**src/rtl/frb_pkg.sv**
```systemverilog
package frb_pkg;
  localparam int CRC_W = 8;
  localparam logic [CRC_W-1:0] CRC_POLY = 8'h07;

  typedef enum logic [1:0] {
    RS_IDLE   = 2'd0,
    RS_FLUSH  = 2'd1,
    RS_REWIND = 2'd2
  } rec_state_e;

  // CRC over the n least significant bits of d, most significant bit first
  function automatic logic [CRC_W-1:0] crc8_calc(input logic [63:0] d, input int unsigned n);
    logic [CRC_W-1:0] c;
    logic fb;
    c = '0;
    for (int i = 63; i >= 0; i--) begin
      if (i < int'(n)) begin
        fb = c[CRC_W-1] ^ d[i];
        c  = {c[CRC_W-2:0], 1'b0} ^ (fb ? CRC_POLY : '0);
      end
    end
    return c;
  endfunction
endpackage

```
**src/rtl/frb_mem.sv**
```systemverilog
module frb_mem #(
  parameter int W     = 24,
  parameter int DEPTH = 8,
  parameter int AW    = 3
) (
  input  logic          clk,
  input  logic          we,
  input  logic [AW-1:0] waddr,
  input  logic [W-1:0]  wdata,
  input  logic          re,
  input  logic [AW-1:0] raddr,
  output logic [W-1:0]  rdata
);
  logic [W-1:0] store [DEPTH];

  always_ff @(posedge clk) begin
    if (we) store[waddr] <= wdata;
  end

  always_ff @(posedge clk) begin
    if (re) rdata <= store[raddr];
  end
endmodule

```
**src/rtl/frb_ptrs.sv**
```systemverilog
module frb_ptrs #(
  parameter int DEPTH = 8,
  parameter int PW    = 4
) (
  input  logic          clk,
  input  logic          rst,
  input  logic          wr,
  input  logic          rd,
  input  logic          pass,
  input  logic          rewind,
  output logic [PW-1:0] tail_o,
  output logic [PW-1:0] head_o,
  output logic [PW-1:0] rec_o,
  output logic          full_o,
  output logic          empty_o
);
  localparam logic [PW-1:0] DEPTH_P = PW'(DEPTH);
  localparam logic [PW-1:0] ONE_P   = PW'(1);

  logic [PW-1:0] tail_q, head_q, rec_q;

  always_ff @(posedge clk) begin
    if (rst) begin
      tail_q <= '0;
      head_q <= '0;
      rec_q  <= '0;
    end else begin
      if (wr) tail_q <= tail_q + ONE_P;
      if (rewind)  head_q <= rec_q;
      else if (rd) head_q <= head_q + ONE_P;
      if (pass) rec_q <= rec_q + ONE_P;
    end
  end

  // occupancy is measured from the recovery pointer so unconfirmed flits survive
  assign full_o  = (tail_q - rec_q) == DEPTH_P;
  assign empty_o = (head_q == tail_q);
  assign tail_o  = tail_q;
  assign head_o  = head_q;
  assign rec_o   = rec_q;
endmodule

```
**src/rtl/frb_recover.sv**
```systemverilog
module frb_recover (
  input  logic clk,
  input  logic rst,
  input  logic trig,
  output logic hold_o,
  output logic rewind_o
);
  import frb_pkg::*;

  rec_state_e st_q;

  always_ff @(posedge clk) begin
    if (rst) begin
      st_q <= RS_IDLE;
    end else begin
      unique case (st_q)
        RS_IDLE:   if (trig) st_q <= RS_FLUSH;
        RS_FLUSH:  st_q <= RS_REWIND;
        RS_REWIND: st_q <= RS_IDLE;
        default:   st_q <= RS_IDLE;
      endcase
    end
  end

  assign hold_o   = trig || (st_q != RS_IDLE);
  assign rewind_o = (st_q == RS_REWIND);
endmodule

```
**src/rtl/frb_out_chk.sv**
```systemverilog
module frb_out_chk #(
  parameter int DATA_W = 16,
  parameter int CRC_W  = 8,
  parameter int FLIT_W = 24
) (
  input  logic              clk,
  input  logic              rst,
  input  logic              vld,
  input  logic [FLIT_W-1:0] flit,
  input  logic [FLIT_W-1:0] mask,
  input  logic              hold,
  output logic              pass_o,
  output logic              out_vld_o,
  output logic [DATA_W-1:0] out_data_o,
  output logic              err_o
);
  logic [FLIT_W-1:0] seen;
  logic [CRC_W-1:0]  calc;
  logic              match;

  assign seen   = flit ^ mask;
  assign calc   = frb_pkg::crc8_calc(64'(seen[FLIT_W-1:CRC_W]), DATA_W);
  assign match  = (calc == seen[CRC_W-1:0]);
  assign pass_o = vld && match && !hold;

  always_ff @(posedge clk) begin
    if (rst) begin
      out_vld_o <= 1'b0;
      err_o     <= 1'b0;
    end else begin
      out_vld_o <= pass_o;
      err_o     <= vld && !match && !hold;
    end
  end

  always_ff @(posedge clk) begin
    out_data_o <= seen[FLIT_W-1:CRC_W];
  end
endmodule

```
**src/rtl/flit_replay_buf.sv**
```systemverilog
module flit_replay_buf #(
  parameter int DATA_W   = 16,
  parameter int DEPTH    = 8,
  parameter int PIPE_LAT = 2,
  localparam int CRC_W   = frb_pkg::CRC_W,
  localparam int FLIT_W  = DATA_W + CRC_W,
  localparam int AW      = $clog2(DEPTH),
  localparam int PW      = AW + 1
) (
  input  logic              clk,
  input  logic              rst,
  input  logic              in_vld_i,
  input  logic [FLIT_W-1:0] in_flit_i,
  output logic              in_rdy_o,
  input  logic              grant_i,
  input  logic [FLIT_W-1:0] fault_mask_i,
  input  logic              peer_err_i,
  output logic              out_vld_o,
  output logic [DATA_W-1:0] out_data_o,
  output logic              err_o
);
  logic [PW-1:0]     tail_w, head_w, rec_w;
  logic              full_w, empty_w;
  logic              hold_w, rewind_w, pass_w;
  logic              wr_en, rd_en;
  logic [FLIT_W-1:0] mem_q;
  logic [FLIT_W-1:0] sd [PIPE_LAT];
  logic              sv [PIPE_LAT];

  assign in_rdy_o = !full_w && !hold_w;
  assign wr_en    = in_vld_i && in_rdy_o;
  assign rd_en    = grant_i && !empty_w && !hold_w;

  frb_ptrs #(.DEPTH(DEPTH), .PW(PW)) ptrs_i (
    .clk(clk), .rst(rst), .wr(wr_en), .rd(rd_en), .pass(pass_w), .rewind(rewind_w),
    .tail_o(tail_w), .head_o(head_w), .rec_o(rec_w), .full_o(full_w), .empty_o(empty_w)
  );

  frb_mem #(.W(FLIT_W), .DEPTH(DEPTH), .AW(AW)) mem_i (
    .clk(clk), .we(wr_en), .waddr(tail_w[AW-1:0]), .wdata(in_flit_i),
    .re(rd_en), .raddr(head_w[AW-1:0]), .rdata(mem_q)
  );

  frb_recover rec_i (
    .clk(clk), .rst(rst), .trig(err_o || peer_err_i), .hold_o(hold_w), .rewind_o(rewind_w)
  );

  // switch pipeline: stage 0 is the registered buffer read
  for (genvar i = 0; i < PIPE_LAT; i++) begin : g_stage
    logic v_q;
    if (i == 0) begin : g_first
      always_ff @(posedge clk) begin
        if (rst || hold_w) v_q <= 1'b0;
        else               v_q <= rd_en;
      end
      assign sd[i] = mem_q;
    end else begin : g_next
      logic [FLIT_W-1:0] d_q;
      always_ff @(posedge clk) begin
        if (rst || hold_w) v_q <= 1'b0;
        else               v_q <= sv[i-1];
      end
      always_ff @(posedge clk) d_q <= sd[i-1];
      assign sd[i] = d_q;
    end
    assign sv[i] = v_q;
  end

  frb_out_chk #(.DATA_W(DATA_W), .CRC_W(CRC_W), .FLIT_W(FLIT_W)) chk_i (
    .clk(clk), .rst(rst), .vld(sv[PIPE_LAT-1]), .flit(sd[PIPE_LAT-1]),
    .mask(fault_mask_i), .hold(hold_w), .pass_o(pass_w),
    .out_vld_o(out_vld_o), .out_data_o(out_data_o), .err_o(err_o)
  );
endmodule

```
**config.mk**
```make
export PLATFORM = sky130hd
export DESIGN_NAME = flit_replay_buf
export DESIGN_NICKNAME = d
export VERILOG_FILES = /design/src/rtl/frb_pkg.sv /design/src/rtl/frb_mem.sv /design/src/rtl/frb_ptrs.sv /design/src/rtl/frb_recover.sv /design/src/rtl/frb_out_chk.sv /design/src/rtl/flit_replay_buf.sv
export SDC_FILE = /design/constraint.sdc
export NUM_CORES = 1
export LEC_CHECK = 0
export BUFFER_PORTS_ARGS = -buffer_cell sky130_fd_sc_hd__buf_2
export CORE_MARGIN = 2
export CORE_UTILIZATION = 56
export CTS_BUF_LIST = sky130_fd_sc_hd__clkbuf_8 sky130_fd_sc_hd__clkbuf_16
export DETAILED_ROUTE_END_ITERATION = 16
export PLACE_DENSITY = 0.77
export SLEW_MARGIN = 10
export SYNTH_ARGS = -nofsm -noshare
export SYNTH_HDL_FRONTEND = slang
export SYNTH_SLANG_ARGS = --single-unit
```
**constraint.sdc**
```tcl
create_clock -name clk -period 5.9 [get_ports clk]
set_input_delay 0.885 -clock clk [delete_from_list [all_inputs] [get_ports clk]]
set_output_delay 0.885 -clock clk [all_outputs]
set_load 0.02 [all_outputs]
```
# Word-level counts from Yosys, hierarchy flattened
# Memories as Yosys holds them, arrays and structs flattened. A register that Yosys moved wholly into a read port is not among the register bits.
# Cells that the tools add are included.
# Widths: inputs -> output; s select.
# classes
add_sub_neg	4
eq_ne	6
mux	22
bitwise	31
n_reduce_logical	18
# op_table
cell	count
$xor 8x8->8	15
$mux 3	16
$xor 24x24->24	1
$xor 1x1->1	14
$add 4x1->4 const B	3
$eq 8x8->1	1
$logic_and 1x1->1	8
$mux 4	2
$eq 4x4->1	1
$eq 4x4->1 const B	1
$logic_not 1->1	4
$pmux 2 s2	1
$reduce_bool 2->1	2
$sub 4x4->4	1
$logic_or 1x1->1	3
$eq 2x1->1 const B	1
$eq 2x2->1 const B	1
$logic_not 2->1	1
$mux 1	2
$mux 2	1
$ne 2x1->1 const B	1
$xor 1x1->1 const A	1
# totals
regBits	58
ram_bits	192
inputBits	53
out_inout_bits	19
wordCells	92
memories	1
# mem_list
memory	words	width	rd	rd_clocked_by_memory_dff	write_ports	line	text
mem_i.store	8	24	1	1	1	frb_mem.sv:14	logic [W-1:0] store [DEPTH];

# Longest topological paths before layout
# logic_depth
ltp_word	50
depth_mapped	12
ltp_nobuf	10

# Hierarchy
# A second synthesis with hierarchy kept.
# hier_totals
cells_unflattened	517
area_unflattened_um2	10451.3
# by_module_without_submodules
mod	instances	cells_each	area_each_um2	seq_area_each_um2
frb_mem	1	314	8050.2	6486.2
frb_out_chk	1	93	1106.1	360.3
frb_ptrs	1	72	655.6	240.2
flit_replay_buf	1	32	568.0	520.5
frb_recover	1	6	71.3	40.0

# Worst setup path after synthesis
# No wires, ideal clock.
# synth_timing
path_kind	input-to-reg
from	in peer_err_i
to	mem mem_i.store[2][0] (enable)
setup_ns	0.440
t_arrival_ns	4.357
slack_ns	1.103
cell_stages	7
path_buffers	1
path_cell_list	nor4_1 inv_1 a31oi_1 and2_1 clkbuf_1 nand2_1 nor3b_1
# synth_via
elab_chain_len	7
# synth_rtl
element	line	text
start: declaration	flit_replay_buf.sv:17	input logic peer_err_i,
$logic_or 1x1->1	flit_replay_buf.sv:45	.clk(clk), .rst(rst), .trig(err_o || peer_err_i), .hold_o(hold_w), .rewind_o(rewind_w)
$logic_or 1x1->1	frb_recover.sv:25	assign hold_o = trig || (st_q != RS_IDLE);
$logic_not 1->1	flit_replay_buf.sv:30	assign in_rdy_o = !full_w && !hold_w;
$logic_and 1x1->1	flit_replay_buf.sv:30	
net in_rdy_o	flit_replay_buf.sv:14	output logic in_rdy_o,
$logic_and 1x1->1	flit_replay_buf.sv:31	assign wr_en = in_vld_i && in_rdy_o;
$mux 1	frb_mem.sv:17	if (we) store[waddr] <= wdata;
$mux 1 (not written as such)	frb_mem.sv:17	
end: declaration	frb_mem.sv:14	
# The timed path passes the listed nets, and every way through them passes these cells.

# Worst setup path in the final report
# layout_timing
from	reg ptrs_i.tail_q[1] (netlist: ptrs_i.tail_o[1])
to	out in_rdy_o
# layout_via
elab_chain_len	4
# layout_rtl
element	line	text
start: declaration	frb_ptrs.sv:20	logic [PW-1:0] tail_q, head_q, rec_q;
start signal: assignment	frb_ptrs.sv:28	if (wr) tail_q <= tail_q + ONE_P;
$sub 4x4->4	frb_ptrs.sv:36	assign full_o = (tail_q - rec_q) == DEPTH_P;
$eq 4x4->1	frb_ptrs.sv:36	
$logic_not 1->1	flit_replay_buf.sv:30	
$logic_and 1x1->1	flit_replay_buf.sv:30	
end: declaration	flit_replay_buf.sv:14	
# Every way passes these cells.

==> summary.md <==
| Metric | Value |
|---|---|
| Outcome | `finished, final reports clean` |
| Crit path largest cell delay | `0.59 ns` |
| Layout cells sized above 1 | `34.33%` |
| Flops & latches, synth | `274` |
| Hold Crit Class | `flop to flop` |
| Inst Count DP | `819` |
| DR DRC count | `0` |
| Setup CP Type | `flop to output port` |
| Hold Buf Count CTS | `0` |
| CP max FO | `11` |
| Initial Util | `57.37%` |
| Top cells by area, synth | `edfxtp_1 (63%), dfxtp_1 (11%), mux4_2 (10%)` |
| Final period util | `56.40%` |
| Synth Cell Area | `10,340 sq um` |
| Slew @ Worst Pin | `1.025 ns` |
| Post-synthesis sequential area ratio | `73.95%` |
| First-pass iteration count of the detailed router | `5` |
| Max_cap viols | `0` |
| Die Area | `19,570 sq um` |
| Worst Setup SP | `ptrs_i.tail_o[1]` |
| CP delay by family, top | `flip-flops` |
| GRT overflow | `0` |
| Worst Clk Skew | `0.008534 ns` |
| Fmax | `300.5 MHz` |
| Relative slew slack | `31.66%` |
| Final ANT Viol Nets | `0` |
| Post-Layout Cell Count | `868` |
| Post-layout minimum cycle time | `3.328 ns` |
| CTS HTree Levels | `1` |
| Via count | `4,966` |
| Initial antenna violation count | `1` |
| First-pass GRT wire length | `30.60 mm` |
| Detailed Route Iter0 Violations | `345` |
| Commonest cells after routing, fill and taps aside | `edfxtp_1 (216), buf_2 (71), dfxtp_1 (55)` |
| Clk sinks | `274` |
| Die Span Y | `139.9 microns` |
| Final Net Count | `677` |
| Pin count of the biggest net entering global routing | `53` |
| Final setup viols | `0` |
| Overall power | `0.004313 W` |
| Routability cong. | `0.8170` |
| Top cell type's share of synthesized area | `62.72%` |
| Routed len/inst | `22.74 microns` |
| Worst hold start | `mem_i.rdata[21]` |
| Setup TNS | `0 ns` |
| Most common cell after layout, fill and taps aside | `edfxtp_1` |
| HPWL Detailed | `11.17 mm` |
| Tot GR Track Use | `20.80%` |
| Post-cts resize count | `0` |
| Core area | `18,020 sq um` |
| # IOs | `72` |
| Area leader, netlist | `edfxtp_1` |
| Area of the multi-input gates | `2611 sq um` |
| Number of setup buffers added after CTS | `0` |
| Yosys cell types | `41` |
| Fin. max-slew vios | `0` |
| Routed wire length | `19.74 mm` |
| Startpoint types | `flop` |
| Final Util | `66.15%` |
| Num CTS Buffers | `26` |
| Pleak | `4.054 nW` |
| Ys Warns | `0` |
| Clock Latency Late Sink | `0.52 ns` |
| Critical path data required time | `5.02 ns` |
| Power Density | `361.7 nW/um^2` |
| Fillers | `1,169` |
| Layout area overhead | `15.29%` |
| Vias in the first global route | `5,311` |
| Root Buffer | `clkbuf_16` |
| Die width | `139.9 microns` |
| Fin. Hold Viols | `0` |
| Via density | `5.721` |
| CTS tree | `built` |
| Crit-path cells | `ha_1 -> nor2b_1 -> or2_2 -> o31ai_1 -> a31oi_1 -> buf_2` |
| CP Capture Type | `output port` |
| Std cell rows | `49` |
| Maximum clock path buffer count | `3` |
| IR drop worst, VDD | `0.2377 mV` |
| CP Data Arrival Time | `2.44 ns` |
| Slowest-stage cell, CP | `dfxtp_1` |
| IO buf count | `71` |
| Critical path buffers and inverters | `1` |
| Worst R2R Start | `ptrs_i.tail_o[0]` |
| FF+latch area | `7654 sq um` |
| Mapped Nets | `588` |
| RSZ-0062 raised after global routing | `no` |
| Mean cell area of the mapped netlist | `19.55 sq um` |
| Synthesized instance count | `529` |
| Clk slew on worst S/H paths | `0.06 ns` |
==> kinds of logic after synthesis <==
group / count (synthesis) / share of synthesized area (%)
XOR/XNOR: 67 / 6.534
AO/OA/AOI/OAI: 11 / 0.8469
flip-flops: 274 / 73.95
AND/OR/NAND/NOR: 60 / 3.122
multiplexers: 77 / 13.59
buffers and inverters: 34 / 1.234
adder cells (fa/ha/maj): 6 / 0.7259
==> final timing paths <==
kind	end	slack [ns]	cells after the start
hold reg to reg	g_stage[1].g_next.d_q[21]	0.34	0
setup / recovery	in_rdy_o	2.57	6
setup reg to reg	mem_i.store[2][13]	2.86	10
hold / removal	g_stage[1].g_next.d_q[21]	0.34	0
==> registers in the layout (all words and copies together) (netlist names) <==
signal,flops
chk_i.out_data_o,16
chk_i.out_vld_o,1
ptrs_i.rec_o,4
ptrs_i.tail_o,4
mem_i.rdata,24
chk_i.err_o,1
g_stage.v_q,2
g_stage.g_next.d_q,24
rec_i.st_q,2
ptrs_i.head_o,4
mem_i.store,192
==> through the flow <==
| stage | area [sq um] | setup slack (ns) | hold WS (ns) |
|---|---|---|---|
| finish | 11920 | 2.572 | 0.3403 |
| global route | 11920 | 2.473 | 0.3387 |
| CTS | 11920 | 2.565 | 0.3383 |
| detailed placement | 11040 | 2.380 | 0.3269 |
| global placement | 11040 | 2.501 | 0.3233 |
| floorplan | 10340 | 1.103 | 0.3233 |
==> final cells by class <==
cell class,count,share of cell area [%]
Inverter,13,0.4093
Tap cell,229,2.403
Clock buffer,31,6.129
Antenna cell,1,0.02099
Clock inverter,17,1.270
Multi-Input combinational cell,221,21.90
Sequential cell,274,64.19
Timing Repair Buffer,82,3.673
==> cell usage after synthesis, drive strengths merged <==
cell and number:
or4 1, mux2 27, xnor2 42, nor2 13
nor4b 1, xor2 21, mux2i 2, nand2b 2
and3 2, and2 1, o31ai 2, nand3 2
o211ai 1, a41oi 1, nor2b 5, xnor3 3
ha 6, a21oi 1, nand2 11, nor3b 4
a211oi 4, o221ai 1, nor4 3, xor3 1
buf 6, or2 2, nand4 2, clkbuf 15
dfxtp 58, nor3 11, mux4 48, a31oi 1
edfxtp 216, inv 13
==> power by group <==
group          switching (W)  internal (W)  leakage [nW]  total, W
sequential         0.0000265       0.00214          2.43   0.00217
combinational       0.000245      0.000227          1.17  0.000472
clock               0.000665       0.00101         0.453   0.00167
total               0.000937       0.00338          4.05   0.00431
==> routing by layer <==
layer,vias to the layer above,wire length (microns),track usage [%]
met5,-,0,0
met4,0,579,7.842
met3,37,1122,2.838
met2,191,10240,35.87
met1,2515,7799,27.34
li1,2223,-,-
Note: power is estimated with default switching activity, not from simulation.
